<file path="src/rtl/addsub_pkg.sv">
package addsub_pkg;

  // Strobes the mode decoder hands to the datapath.
  typedef struct packed {
    logic invertB;     // complement the second operand
    logic forceCarry;  // value injected as carry into bit 0
  } modeStrobes_t;

endpackage

</file>
<file path="src/rtl/addsub_cell.sv">
// Full-adder cell with inverting outputs. A complemented input set yields
// true outputs, so the same cell serves both positions in the chain.
module addsub_cell (
  input  logic cellA,
  input  logic cellB,
  input  logic cellCin,
  output logic nSum,
  output logic nCarry
);

  logic cellGen;
  logic cellProp;

  always_comb begin
    cellGen  = cellA & cellB;
    cellProp = cellA ^ cellB;
    nCarry   = ~(cellGen | (cellProp & cellCin));
    nSum     = ~(cellProp ^ cellCin);
  end

endmodule

</file>
<file path="src/rtl/addsub_ctrl.sv">
// Decodes the add/subtract selector into datapath strobes.
module addsub_ctrl
  import addsub_pkg::*;
(
  input  logic         subMode,
  output modeStrobes_t strobes
);

  always_comb begin
    strobes.invertB    = subMode;
    strobes.forceCarry = subMode;
  end

endmodule

</file>
<file path="src/rtl/addsub_datapath.sv">
// Alternating-polarity ripple chain. chainRaw[i] is the carry into bit i.
// It is stored complemented when i is odd, and true when i is even.
module addsub_datapath
  import addsub_pkg::*;
#(
  parameter int WIDTH = 16
) (
  input  logic [WIDTH-1:0] opA,
  input  logic [WIDTH-1:0] opB,
  input  modeStrobes_t     strobes,
  output logic [WIDTH-1:0] result,
  output logic             carryOut,
  output logic             overflow,
  output logic [WIDTH-1:0] genBits,
  output logic [WIDTH-1:0] propBits,
  output logic [WIDTH-1:0] killBits
);

  localparam int  MsbIdx    = WIDTH - 1;
  localparam bit  OutInv    = (WIDTH % 2) == 1;
  localparam bit  MsbCinInv = (MsbIdx % 2) == 1;

  logic [WIDTH-1:0] bEff;
  logic [WIDTH-1:0] rawSum;
  logic [WIDTH:0]   chainRaw;
  logic             carryIntoMsb;

  assign bEff        = opB ^ {WIDTH{strobes.invertB}};
  assign chainRaw[0] = strobes.forceCarry;

  assign genBits  = opA & bEff;
  assign propBits = opA ^ bEff;
  assign killBits = ~opA & ~bEff;

  for (genvar i = 0; i < WIDTH; i++) begin : g_bit
    localparam bit CellInv = (i % 2) == 1;
    logic cellA;
    logic cellB;

    if (CellInv) begin : g_inv
      // Complemented operands meet a complemented carry, giving true outputs.
      assign cellA     = ~opA[i];
      assign cellB     = ~bEff[i];
      assign result[i] = rawSum[i];
    end else begin : g_true
      // True inputs give complemented outputs; restore the sum bit only.
      assign cellA     = opA[i];
      assign cellB     = bEff[i];
      assign result[i] = ~rawSum[i];
    end

    addsub_cell u_cell (
      .cellA  (cellA),
      .cellB  (cellB),
      .cellCin(chainRaw[i]),
      .nSum   (rawSum[i]),
      .nCarry (chainRaw[i+1])
    );
  end

  if (OutInv) begin : g_cout_inv
    assign carryOut = ~chainRaw[WIDTH];
  end else begin : g_cout_true
    assign carryOut = chainRaw[WIDTH];
  end

  if (MsbCinInv) begin : g_cmsb_inv
    assign carryIntoMsb = ~chainRaw[MsbIdx];
  end else begin : g_cmsb_true
    assign carryIntoMsb = chainRaw[MsbIdx];
  end

  assign overflow = carryIntoMsb ^ carryOut;

endmodule

</file>
<file path="src/rtl/addsub_ripple.sv">
// Thin top: mode decoder plus alternating-polarity datapath.
module addsub_ripple #(
  parameter int WIDTH = 16
) (
  input  logic [WIDTH-1:0] opA,
  input  logic [WIDTH-1:0] opB,
  input  logic             subMode,
  output logic [WIDTH-1:0] result,
  output logic             carryOut,
  output logic             overflow,
  output logic [WIDTH-1:0] genBits,
  output logic [WIDTH-1:0] propBits,
  output logic [WIDTH-1:0] killBits
);

  addsub_pkg::modeStrobes_t strobes;

  addsub_ctrl u_ctrl (
    .subMode(subMode),
    .strobes(strobes)
  );

  addsub_datapath #(.WIDTH(WIDTH)) u_datapath (
    .opA     (opA),
    .opB     (opB),
    .strobes (strobes),
    .result  (result),
    .carryOut(carryOut),
    .overflow(overflow),
    .genBits (genBits),
    .propBits(propBits),
    .killBits(killBits)
  );

endmodule

</file>
<file path="config.mk">
export PLATFORM = sky130hd
export DESIGN_NAME = addsub_ripple
export DESIGN_NICKNAME = d
export VERILOG_FILES = /design/src/rtl/addsub_pkg.sv /design/src/rtl/addsub_cell.sv /design/src/rtl/addsub_ctrl.sv /design/src/rtl/addsub_datapath.sv /design/src/rtl/addsub_ripple.sv
export SDC_FILE = /design/constraint.sdc
export NUM_CORES = 1
export LEC_CHECK = 0
export ABC_AREA = 1
export BUFFER_PORTS_ARGS = -buffer_cell sky130_fd_sc_hd__buf_2
export CELL_PAD_IN_SITES_DETAIL_PLACEMENT = 2
export CELL_PAD_IN_SITES_GLOBAL_PLACEMENT = 2
export CORE_MARGIN = 2
export CORE_UTILIZATION = 21
export DETAILED_ROUTE_END_ITERATION = 7
export PLACE_DENSITY = 0.95
export REMOVE_ABC_BUFFERS = 1
export SLEW_MARGIN = 10
export SYNTH_ARGS = -nofsm -noshare
export SYNTH_HDL_FRONTEND = slang
export SYNTH_HIERARCHICAL = 1
export SYNTH_SLANG_ARGS = --single-unit
</file>
<file path="constraint.sdc">
create_clock -name vclk -period 16.3
set_input_delay 3.26 -clock vclk [all_inputs]
set_output_delay 3.26 -clock vclk [all_outputs]
set_load 0.05 [all_outputs]
</file>
Yosys cells after proc, flatten, opt, wreduce, memory -nomap -nowiden:

Index checks and enable logic that the tools add are counted.

* output and inout bits: 66
* input bits: 33
* word-level logic and storage cells: 127
* register bits after elaboration: 0

* bitwise logic cells: 127

Operators with widths (number)
* 1-bit inverter: 40
* 1-bit XOR: 33
* 1-bit AND: 32
* 16-bit AND: 2
* 16-bit inverter: 2
* 16-bit XOR: 2
* 1-bit bitwise OR: 16

Logic depth before layout (Yosys ltp):

Gate-level depths: netlist (run 1).

* depth after elaboration: 51
* gate-level depth with buffers: 38
* depth with buffers taken out: 36

By module:

Netlist (run 1), hierarchy kept.

By module, submodules not included
* addsub_datapath: cells each 116, sequential area each 0.0 µm², area each 750.7 µm², times used 1
* addsub_cell: cells each 3, sequential area each 0.0 µm², area each 27.5 µm², times used 16
* addsub_ctrl: cells each 2, sequential area each 0.0 µm², area each 15.0 µm², times used 1

Worst setup path after synthesis (run 1):

No wires, ideal clock.

* path kind: input port to output port
* start point: input subMode
* end point: output overflow
* path buffers: 3
* arrival time: 9.752 ns
* path slack: 3.288 ns
* required time: 13.040 ns
* stages on the path: 38
* path through: buf_4 > buf_6 > buf_6 > nand2_1 > nand2_1 > fa_1 > inv_1 > fa_1 > inv_1 > fa_1 > inv_1 > fa_1 > inv_1 > fa_1 > inv_1 > fa_1 > inv_1 > fa_1 > [... 2 more ...] > inv_1 > fa_1 > inv_1 > fa_1 > inv_1 > fa_1 > inv_1 > fa_1 > inv_1 > fa_1 > inv_1 > fa_1 > inv_1 > fa_1 > inv_1 > fa_1 > inv_1 > xnor2_1

* cells in the longest elaborated chain, start to end: 51
* elaborated cells on any way between the ends: 90
* classes of those cells: bitwise: 90

RTL lines
* start, declared: RTL line addsub_ripple.sv:7 `input logic subMode,`
* 16-bit XOR (*): RTL line addsub_datapath.sv:28 `assign bEff = opB ^ {WIDTH{strobes.invertB}};`
* net u_datapath.bEff[0]: RTL line addsub_datapath.sv:23 `logic [WIDTH-1:0] bEff;`
* 1-bit XOR: RTL line addsub_cell.sv:16 `cellProp = cellA ^ cellB;`
* 1-bit AND: RTL line addsub_cell.sv:17 `nCarry = ~(cellGen | (cellProp & cellCin));`
* 1-bit bitwise OR (*): RTL line addsub_cell.sv:17
* 1-bit inverter (*): RTL line addsub_cell.sv:17
* net u_datapath.chainRaw[1]: RTL line addsub_datapath.sv:25 `logic [WIDTH:0] chainRaw;`
* 1-bit AND (*): RTL line addsub_cell.sv:17
* [... 2 more ...]
* net u_datapath.chainRaw[2]: RTL line addsub_datapath.sv:25
* [... 3 more ...]
* net u_datapath.chainRaw[3]: RTL line addsub_datapath.sv:25
* [... 3 more ...]
* net u_datapath.chainRaw[4]: RTL line addsub_datapath.sv:25
* [... 3 more ...]
* net u_datapath.chainRaw[5]: RTL line addsub_datapath.sv:25
* [... 3 more ...]
* net u_datapath.chainRaw[6]: RTL line addsub_datapath.sv:25
* [... 3 more ...]
* net u_datapath.chainRaw[7]: RTL line addsub_datapath.sv:25
* [... 3 more ...]
* net u_datapath.chainRaw[8]: RTL line addsub_datapath.sv:25
* [... 3 more ...]
* net u_datapath.chainRaw[9]: RTL line addsub_datapath.sv:25
* [... 3 more ...]
* net u_datapath.chainRaw[10]: RTL line addsub_datapath.sv:25
* [... 3 more ...]
* net u_datapath.chainRaw[11]: RTL line addsub_datapath.sv:25
* [... 3 more ...]
* net u_datapath.chainRaw[12]: RTL line addsub_datapath.sv:25
* [... 3 more ...]
* net u_datapath.chainRaw[13]: RTL line addsub_datapath.sv:25
* [... 3 more ...]
* net u_datapath.chainRaw[14]: RTL line addsub_datapath.sv:25
* [... 1 more ...]
* 1-bit bitwise OR (*): RTL line addsub_cell.sv:17
* 1-bit inverter (*): RTL line addsub_cell.sv:17
* net u_datapath.chainRaw[15]: RTL line addsub_datapath.sv:25
* 1-bit AND (*): RTL line addsub_cell.sv:17
* 1-bit bitwise OR (*): RTL line addsub_cell.sv:17
* 1-bit inverter (*): RTL line addsub_cell.sv:17
* net carryOut: RTL line addsub_ripple.sv:9 `output logic carryOut,`
* 1-bit XOR (*): RTL line addsub_datapath.sv:73 `assign overflow = carryIntoMsb ^ carryOut;`
* end, declared: RTL line addsub_ripple.sv:10 `output logic overflow,`

The timed path passes the listed nets; every way through them passes the cells marked *.

Worst setup path in the final report (run 1):

* start point: input subMode
* end point: output result[15]

* cells in the longest elaborated chain, start to end: 49
* elaborated cells on any way between the ends: 87
* classes of those cells: bitwise: 87

RTL lines
* 16-bit XOR (*): RTL line addsub_datapath.sv:28
* net u_datapath.bEff[0]: RTL line addsub_datapath.sv:23
* 1-bit XOR: RTL line addsub_cell.sv:16
* 1-bit AND: RTL line addsub_cell.sv:17
* 1-bit bitwise OR (*): RTL line addsub_cell.sv:17
* 1-bit inverter (*): RTL line addsub_cell.sv:17
* net u_datapath.chainRaw[1]: RTL line addsub_datapath.sv:25
* 1-bit AND (*): RTL line addsub_cell.sv:17
* [... 2 more ...]
* net u_datapath.chainRaw[2]: RTL line addsub_datapath.sv:25
* [... 3 more ...]
* net u_datapath.chainRaw[3]: RTL line addsub_datapath.sv:25
* [... 3 more ...]
* net u_datapath.chainRaw[4]: RTL line addsub_datapath.sv:25
* [... 3 more ...]
* net u_datapath.chainRaw[5]: RTL line addsub_datapath.sv:25
* [... 3 more ...]
* net u_datapath.chainRaw[6]: RTL line addsub_datapath.sv:25
* [... 3 more ...]
* net u_datapath.chainRaw[7]: RTL line addsub_datapath.sv:25
* [... 3 more ...]
* net u_datapath.chainRaw[8]: RTL line addsub_datapath.sv:25
* [... 3 more ...]
* net u_datapath.chainRaw[9]: RTL line addsub_datapath.sv:25
* [... 3 more ...]
* net u_datapath.chainRaw[10]: RTL line addsub_datapath.sv:25
* [... 3 more ...]
* net u_datapath.chainRaw[11]: RTL line addsub_datapath.sv:25
* [... 3 more ...]
* net u_datapath.chainRaw[12]: RTL line addsub_datapath.sv:25
* [... 3 more ...]
* net u_datapath.chainRaw[13]: RTL line addsub_datapath.sv:25
* [... 2 more ...]
* 1-bit inverter (*): RTL line addsub_cell.sv:17
* net u_datapath.chainRaw[14]: RTL line addsub_datapath.sv:25
* 1-bit AND (*): RTL line addsub_cell.sv:17
* 1-bit bitwise OR (*): RTL line addsub_cell.sv:17
* 1-bit inverter (*): RTL line addsub_cell.sv:17
* net u_datapath.chainRaw[15]: RTL line addsub_datapath.sv:25
* 1-bit XOR (*): RTL line addsub_cell.sv:18 `nSum = ~(cellProp ^ cellCin);`
* 1-bit inverter (*): RTL line addsub_cell.sv:18
* end, declared: RTL line addsub_ripple.sv:8 `output logic [WIDTH-1:0] result,`

Marks and branches as above.

==> flow_metrics.tcl, run 1 <==
set metrics [dict create \
    status "complete, no violations" \
    crit_end "result[15]" \
    n_antenna_cell 0 \
    die_h_um 79.8 \
    arrival_ns 9.85 \
    dieArea_mm2 0.00637 \
    total_power_w 0.000151 \
    synth.distinct_cells 10 \
    setup-tns-final_ns 0 \
    peakVddDrop_v 0.0000305 \
    hold_buffers 0 \
    io_buffer_count 99 \
    synth_compound_area_share_pct 0 \
    synth.area.mux_share_pct 0 \
    crit_path_start_kind "input pin" \
    areaGrowthSynthToFinish_pct 40.5 \
    leakagePower_nw 1.22 \
    boundaryPins 99 \
    remaining_drc_errors 0 \
    synth_xor_area_share_pct 7.78 \
    power_density_mw_per_mm2 89.1 \
    end_kind "output pin" \
    period_share_pct 80.5 \
    die_x_um 79.8 \
    grt_max_degree 19 \
    n_clock_buffer 0 \
    layout_commonest_cell "buf_2" \
    drt_wl_total_um 3960 \
    initialDrtViolationCount 4 \
    core_area_mm2 0.00554 \
    rsz0062_at_grt "no" \
    cts_setup_buffers 0 \
    seq_cells 0 \
    synth_area_mm2 0.00121 \
    start_util_pct 21.8 \
    crit_type "input pin to output pin" \
    slowest_stage "buf_2" \
    seq_area_um2 0 \
    switchingPower_w 0.000118 \
    synth_top_family_by_area "adder cells" \
    pwr-share-clk_pct 0 \
    via_per_inst 3.96 \
    vias 1286 \
    tightest_slew_ns 0.528 \
    startpoint "subMode" \
    antenna_found_initial 0 \
    synthSimpleGateAreaFrac_pct 12.4 \
    routedWlPerCell_um 12.2 \
    syn_avg_cell_area_um2 7.27 \
    hold_class "input pin to output pin" \
    fmax_ghz 0.0762 \
    ant_nets 0 \
    cts_resized 0 \
    rows 27 \
    synth-seq-area-share_pct 0 \
    cpPeakStageDelay_ns 0.43 \
    hpwl_um 3800 \
    fin_nets 328 \
    hold_violations 0 \
    drv_slew 0 \
    min_period_ns 13.11 \
    swShare_pct 78.3 \
    dr.pass1.iters 4 \
    utilization_pct 30.6 \
    syn_inst 166 \
    p_int_w 0.0000327 \
    combPwrFrac_pct 100.0 \
    final_cell_mix "buf_2, inv_1, nand2_1" \
    power_frac_seq_pct 0 \
    crit_required_ns 13.04 \
    routabilityCongestion 0.641 \
    setup_viol 0 \
    overflow 0 \
    post_route_cells_drive_above_1_share_pct 40.3 \
    drv_cap 0 \
    cp_max_fo 18 \
    track_usage_pct 12.2 \
    synth-adder-area-share_pct 51.5 \
    grt_pass1_vias 1439 \
    grt_pass1_wl_um 6290 \
    maxSlewHeadroom_pct 64.8 \
    synth_warnings 6 \
]
==> power groups by stage <==
stage / combinational [W] / sequential, W / clock, W
final: 0.000151 / 0 / 0
after global routing: 0.000163 / 0 / 0
after CTS: 0.000154 / 0 / 0
after detailed placement: 0.000154 / 0 / 0
after global placement: 0.000148 / 0 / 0
after floorplan: 0.000121 / 0 / 0
==> per-stage QoR <==
| step | hold slack, ns | cells | setup WS, ns | instance area (um^2) |
|---|---|---|---|---|
| after floorplan | 6.70 | 154 | 3.63 | 1110 |
| after global placement | 6.88 | 325 | 3.23 | 1690 |
| after detailed placement | 6.89 | 325 | 3.04 | 1690 |
| after CTS | 6.89 | 325 | 3.03 | 1690 |
| after global routing | 6.91 | 325 | 2.65 | 1690 |
| final | 6.89 | 325 | 3.19 | 1690 |
==> area by class of cell <==
class	instances	area [um^2]
Fill cell	676	3850
Multi-Input combinational cell	89	865
Timing Repair Buffer	99	495
Inverter	65	244
Tap cell	72	90.1
==> cell usage after synthesis (all sizes together) <==
library cell	count	share of area (%)
nor2	8	2.5
inv	65	20
ha	24	25
fa	16	27
xnor2	9	7.8
buf	12	8.1
nand2	32	10
==> logic make-up (layout without fill, tap and decap cells) <==
logic type	Yosys count	after routing
XOR/XNOR	9	9
buffers and inverters	77	164
AND/OR/NAND/NOR	40	40
adder cells (fa/ha/maj)	40	40
==> routing by layer <==
layer / GRT usage (%) / routed length, um
met1: 11.7 / 1330
met3: 1.36 / 288
met4: 0 / 0
met5: 0 / 0
met2: 28.0 / 2350
==> worst min-delay path by stage <==
| stage | depth (start not counted) | slack [ns] | to | startpoint |
|---|---|---|---|---|
| after floorplan | 1 | 6.70 | killBits[0] | opA[0] |
| after global placement | 3 | 6.88 | killBits[14] | opA[14] |
| after detailed placement | 3 | 6.89 | killBits[12] | opA[12] |
| after CTS | 3 | 6.89 | killBits[12] | opA[12] |
| after global routing | 3 | 6.91 | killBits[14] | opA[14] |
| final | 3 | 6.89 | killBits[12] | opA[12] |
==> critical path: cells and delay by family <==
family        cells  cell delay [ns]
buf+inv          19             1.95
simple gates      2             0.22
fa+ha+maj        16             4.42
(Power assumes the default switching activity.)
==> inputs of run 2 (changes only) <==
- ABC_AREA: 1 -> 0
- CORE_UTILIZATION: 21 -> 18
- PLACE_DENSITY: 0.95 -> 0.84
- clock period: 16.3 -> 10.65 ns (I/O delays scaled with it)
==> run 2 against run 1 <==
Against the previous run: non-clock buffer count increased by 2; synthesized cell count down 14%; hold slack lost 2.3 ns; sequential share of layout area is the same; synthesized area rose by 0.21%; clock-buffer cell count unchanged; first-iteration DRC count stayed put; critical path depth decreased by 2; cell count shrank 5.5%; sequential cell count stayed put; power is 68% higher; setup slack worse by 2.8 ns; critical endpoint unchanged; largest power group unchanged.
==> flow_metrics.tcl, run 2 <==
set metrics [dict create \
    dpl.cell_count 307 \
    synth.most_common_cell "inv_1" \
    drv_slew 0 \
    start_util_pct 18.8 \
    rows 29 \
    cpPeakStageDelay_ns 0.40 \
    maxSlewHeadroom_pct 81.4 \
    arrival_ns 8.12 \
    grt_max_degree 13 \
    initialDrtViolationCount 4 \
    io_buffer_count 99 \
    tightest_slew_ns 0.278 \
    setup_viol 0 \
    crit_path_start_kind "input pin" \
    ys_top_cells_by_area "fa_1, ha_1, inv_1" \
    period_share_pct 96.3 \
    via_per_inst 3.81 \
    synth_top_area_cell "fa_1" \
    n_clock_buffer 0 \
    grt_pass1_vias 1333 \
    leakagePower_nw 1.15 \
    n_antenna_cell 0 \
    crit_type "input pin to output pin" \
    remaining_drc_errors 0 \
    routedWlPerCell_um 11.6 \
    end_kind "output pin" \
    drt_wl_total_um 3560 \
    seq_cells 0 \
    synth_top_area_share_pct 26.5 \
    boundaryPins 99 \
    areaGrowthSynthToFinish_pct 44.0 \
    crit_path_frequent_cell "inv_1" \
    seq_area_um2 0 \
    synth_warnings 6 \
    drv_cap 0 \
    rsz0062_at_grt "yes" \
    die_x_um 85.9 \
    dr.pass1.iters 4 \
    worst-path-buf-inv 18 \
    critPathTopFamily "adder cells" \
    synth_area_mm2 0.00121 \
    syn_inst 142 \
    layout_commonest_cell "buf_2" \
    hold_violations 0 \
    hold_class "input pin to output pin" \
    synth_common_cells "inv_1, ha_1, xor2_1" \
    final_cells 307 \
    hold_buffers 0 \
    status "complete, no violations" \
    dieArea_mm2 0.00739 \
    fin_area_mm2 0.00174 \
    routabilityCongestion 0.750 \
    core_area_mm2 0.00642 \
    cp_max_fo 4 \
    min_period_ns 10.25 \
    hpwl_um 3370 \
    post_route_cells_drive_above_1_share_pct 47.8 \
    peakVddDrop_v 0.0000390 \
    ant_nets 0 \
    placed_cell_area_mm2 0.00169 \
    fin_nets 305 \
    synth-seq-area-share_pct 0 \
    crit_required_ns 8.52 \
    overflow 0 \
    track_usage_pct 9.02 \
    slowest_stage "fa_1" \
    power_density_mw_per_mm2 146 \
    synth.distinct_cells 11 \
    hold_ws_ns 4.63 \
    grt_pass1_wl_um 5600 \
    fmax_ghz 0.0975 \
    antenna_found_initial 0 \
    final_cell_mix "buf_2, inv_1, ha_1" \
    die_h_um 85.9 \
    vias 1171 \
    setup-tns-final_ns 0 \
    syn_avg_cell_area_um2 8.51 \
]
## run 2: cell types whose count changed after synthesis, sizes merged
| cell | delta |
|---|---|
| xnor2 | -8 |
| nand2 | -32 |
| inv | -9 |
| xor2 | +24 |
| buf | +1 |
## run 2: power breakdown
part	switching, W	internal, W	total, W
registers	0	0	0
clock network	0	0	0
logic	0.000196	0.0000574	0.000253
total	0.000196	0.0000574	0.000253
## run 2: metal layers
layer | wire length, um | global-route usage, % | vias to the layer above
met1 | 1250 | 9.68 | 563
li1 | - | - | 547
met4 | 0 | 0 | 0
met2 | 1950 | 19.0 | 61
met5 | 0 | 0 | -
met3 | 365 | 1.64 | 0
## run 2: cell families after synthesis
| group | Yosys count | synth area share, % |
|---|---|---|
| buffers and inverters | 69 | 27.4 |
| adder cells (fa/ha/maj) | 40 | 51.3 |
| XOR/XNOR | 25 | 18.7 |
| AND/OR/NAND/NOR | 8 | 2.48 |
## run 2: through the flow
| stage | utilization [%] | setup WS (ns) | total power, W |
|---|---|---|---|
| after floorplan | - | 0.267 | 0.000199 |
| after global placement | 26.4 | 0.264 | 0.000246 |
| after detailed placement | 26.4 | 0.0349 | 0.000253 |
| after CTS | 26.4 | 0.00485 | 0.000253 |
| after global routing | 27.1 | -0.0309 | 0.000274 |
| final | 27.1 | 0.396 | 0.000253 |
## run 2: repair_timing
action	in CTS	in global routing
setup buffers	0	0
resized for setup	0	16
endpoints found under the setup margin	0	3
hold endpoints to repair	0	0
## run 2: layout make-up
type | count | area, um^2
fillers | 785 | 4680
multi-input cells | 73 | 902
inverters | 56 | 210
well taps | 77 | 96.3
repair buffers | 101 | 532
## run 2: worst paths after layout
path              startpoint  slack (ns)           end  cells after the start
setup / recovery     subMode        0.40    result[15]                     35
hold / removal       opA[14]        4.63  killBits[14]                      3
==> inputs of run 3 (changes only) <==
- REMOVE_ABC_BUFFERS: 1 -> unset
==> run 3 against run 2 <==
Against the previous run: cell count down 0.33%; die area unchanged; non-clock buffer count down 1; clock-buffer cell count unchanged; sequential cell count unchanged; first-iteration DRC count down 75%; power about the same; global-route usage down 0.078 points; maximum frequency down 0.28%; wire length down 0.81%; critical path depth unchanged; sequential share of layout area unchanged; largest power group unchanged.
==> flow_metrics.tcl, run 3 (synthesis results as in run 2) <==
set metrics [dict create \
    crit_path_start_kind "input pin" \
    rows 29 \
    synth_nets 215 \
    hpwl_um 3260 \
    drv_cap 0 \
    dr.pass1.iters 2 \
    dieArea_mm2 0.00739 \
    leakagePower_nw 1.15 \
    final_cell_mix "buf_2, inv_1, ha_1" \
    die_h_um 85.9 \
    crit_path_frequent_cell "inv_1" \
    fmax_ghz 0.0972 \
    via_per_inst 3.76 \
    cts_setup_buffers 0 \
    start_util_pct 18.8 \
    drt_wl_total_um 3530 \
    grt_pass1_wl_um 5540 \
    initialDrtViolationCount 1 \
    routabilityCongestion 0.646 \
    grt_pass1_vias 1256 \
    period_share_pct 96.6 \
    n_antenna_cell 0 \
    crit_type "input pin to output pin" \
    die_x_um 85.9 \
    cts_resized 0 \
    hold_buffers 0 \
    rsz0062_at_grt "no" \
    layout_commonest_cell "buf_2" \
    seq_area_um2 0 \
    maxSlewHeadroom_pct 75.7 \
    core_area_mm2 0.00642 \
    remaining_drc_errors 0 \
    n_clock_buffer 0 \
    drv_slew 0 \
    peakVddDrop_v 0.0000524 \
    power_density_mw_per_mm2 146 \
    arrival_ns 8.15 \
    routedWlPerCell_um 11.5 \
    overflow 0 \
    cp_max_fo 5 \
    tightest_slew_ns 0.364 \
    areaGrowthSynthToFinish_pct 43.9 \
    setup-tns-final_ns 0 \
    total_power_w 0.000253 \
    hold_ws_ns 4.63 \
    grt_max_degree 22 \
    hold_class "input pin to output pin" \
    ant_nets 0 \
    fin_nets 304 \
    seq_cells 0 \
    setup_viol 0 \
    crit_required_ns 8.52 \
    post_route_cells_drive_above_1_share_pct 48.5 \
    min_period_ns 10.28 \
    antenna_found_initial 0 \
    end_kind "output pin" \
    cpPeakStageDelay_ns 0.40 \
    hold_violations 0 \
    boundaryPins 99 \
    vias 1150 \
    status "complete, no violations" \
    track_usage_pct 8.95 \
    io_buffer_count 99 \
    slowest_stage "fa_1" \
]
[run 3: layout make-up]
cell class	instances	area, um^2
well taps	77	96.3
inverters	56	210
repair buffers	100	514
fillers	777	4680
multi-input cells	73	918
[run 3: routing by layer]
layer | GRT usage, % | wire length (um) | vias to the layer above
met5 | 0 | 0 | -
met2 | 19.4 | 2020 | 61
li1 | - | - | 550
met4 | 0 | 0 | 0
met1 | 9.45 | 1220 | 539
met3 | 1.06 | 292 | 0
[run 3: power breakdown]
part	total [W]	internal [W]	switching, W
registers	0	0	0
logic	0.000253	0.0000575	0.000196
clock network	0	0	0
[run 3: per-stage QoR]
stage	utilization (%)	setup WS [ns]	instance area (um^2)	instances
CTS	26.3	0.0524	1690	306
finish	27.1	0.367	1740	306
global route	27.1	0.000798	1740	306
floorplan	-	0.0143	1210	142
global placement	26.3	0.256	1690	306
detailed placement	26.3	0.0697	1690	306
[run 3: final timing paths]
check	start	to	slack, ns	cells past startpoint
setup / recovery	subMode	result[15]	0.37	35
hold / removal	opA[4]	killBits[4]	4.63	3
[run 3: worst max-delay path, delay by kind of cell]
family                     cells  cell delay [ns]
xor gates and xnor gates       1             0.17
adders and majority gates     16             4.44
buffers and inverters         18             1.42
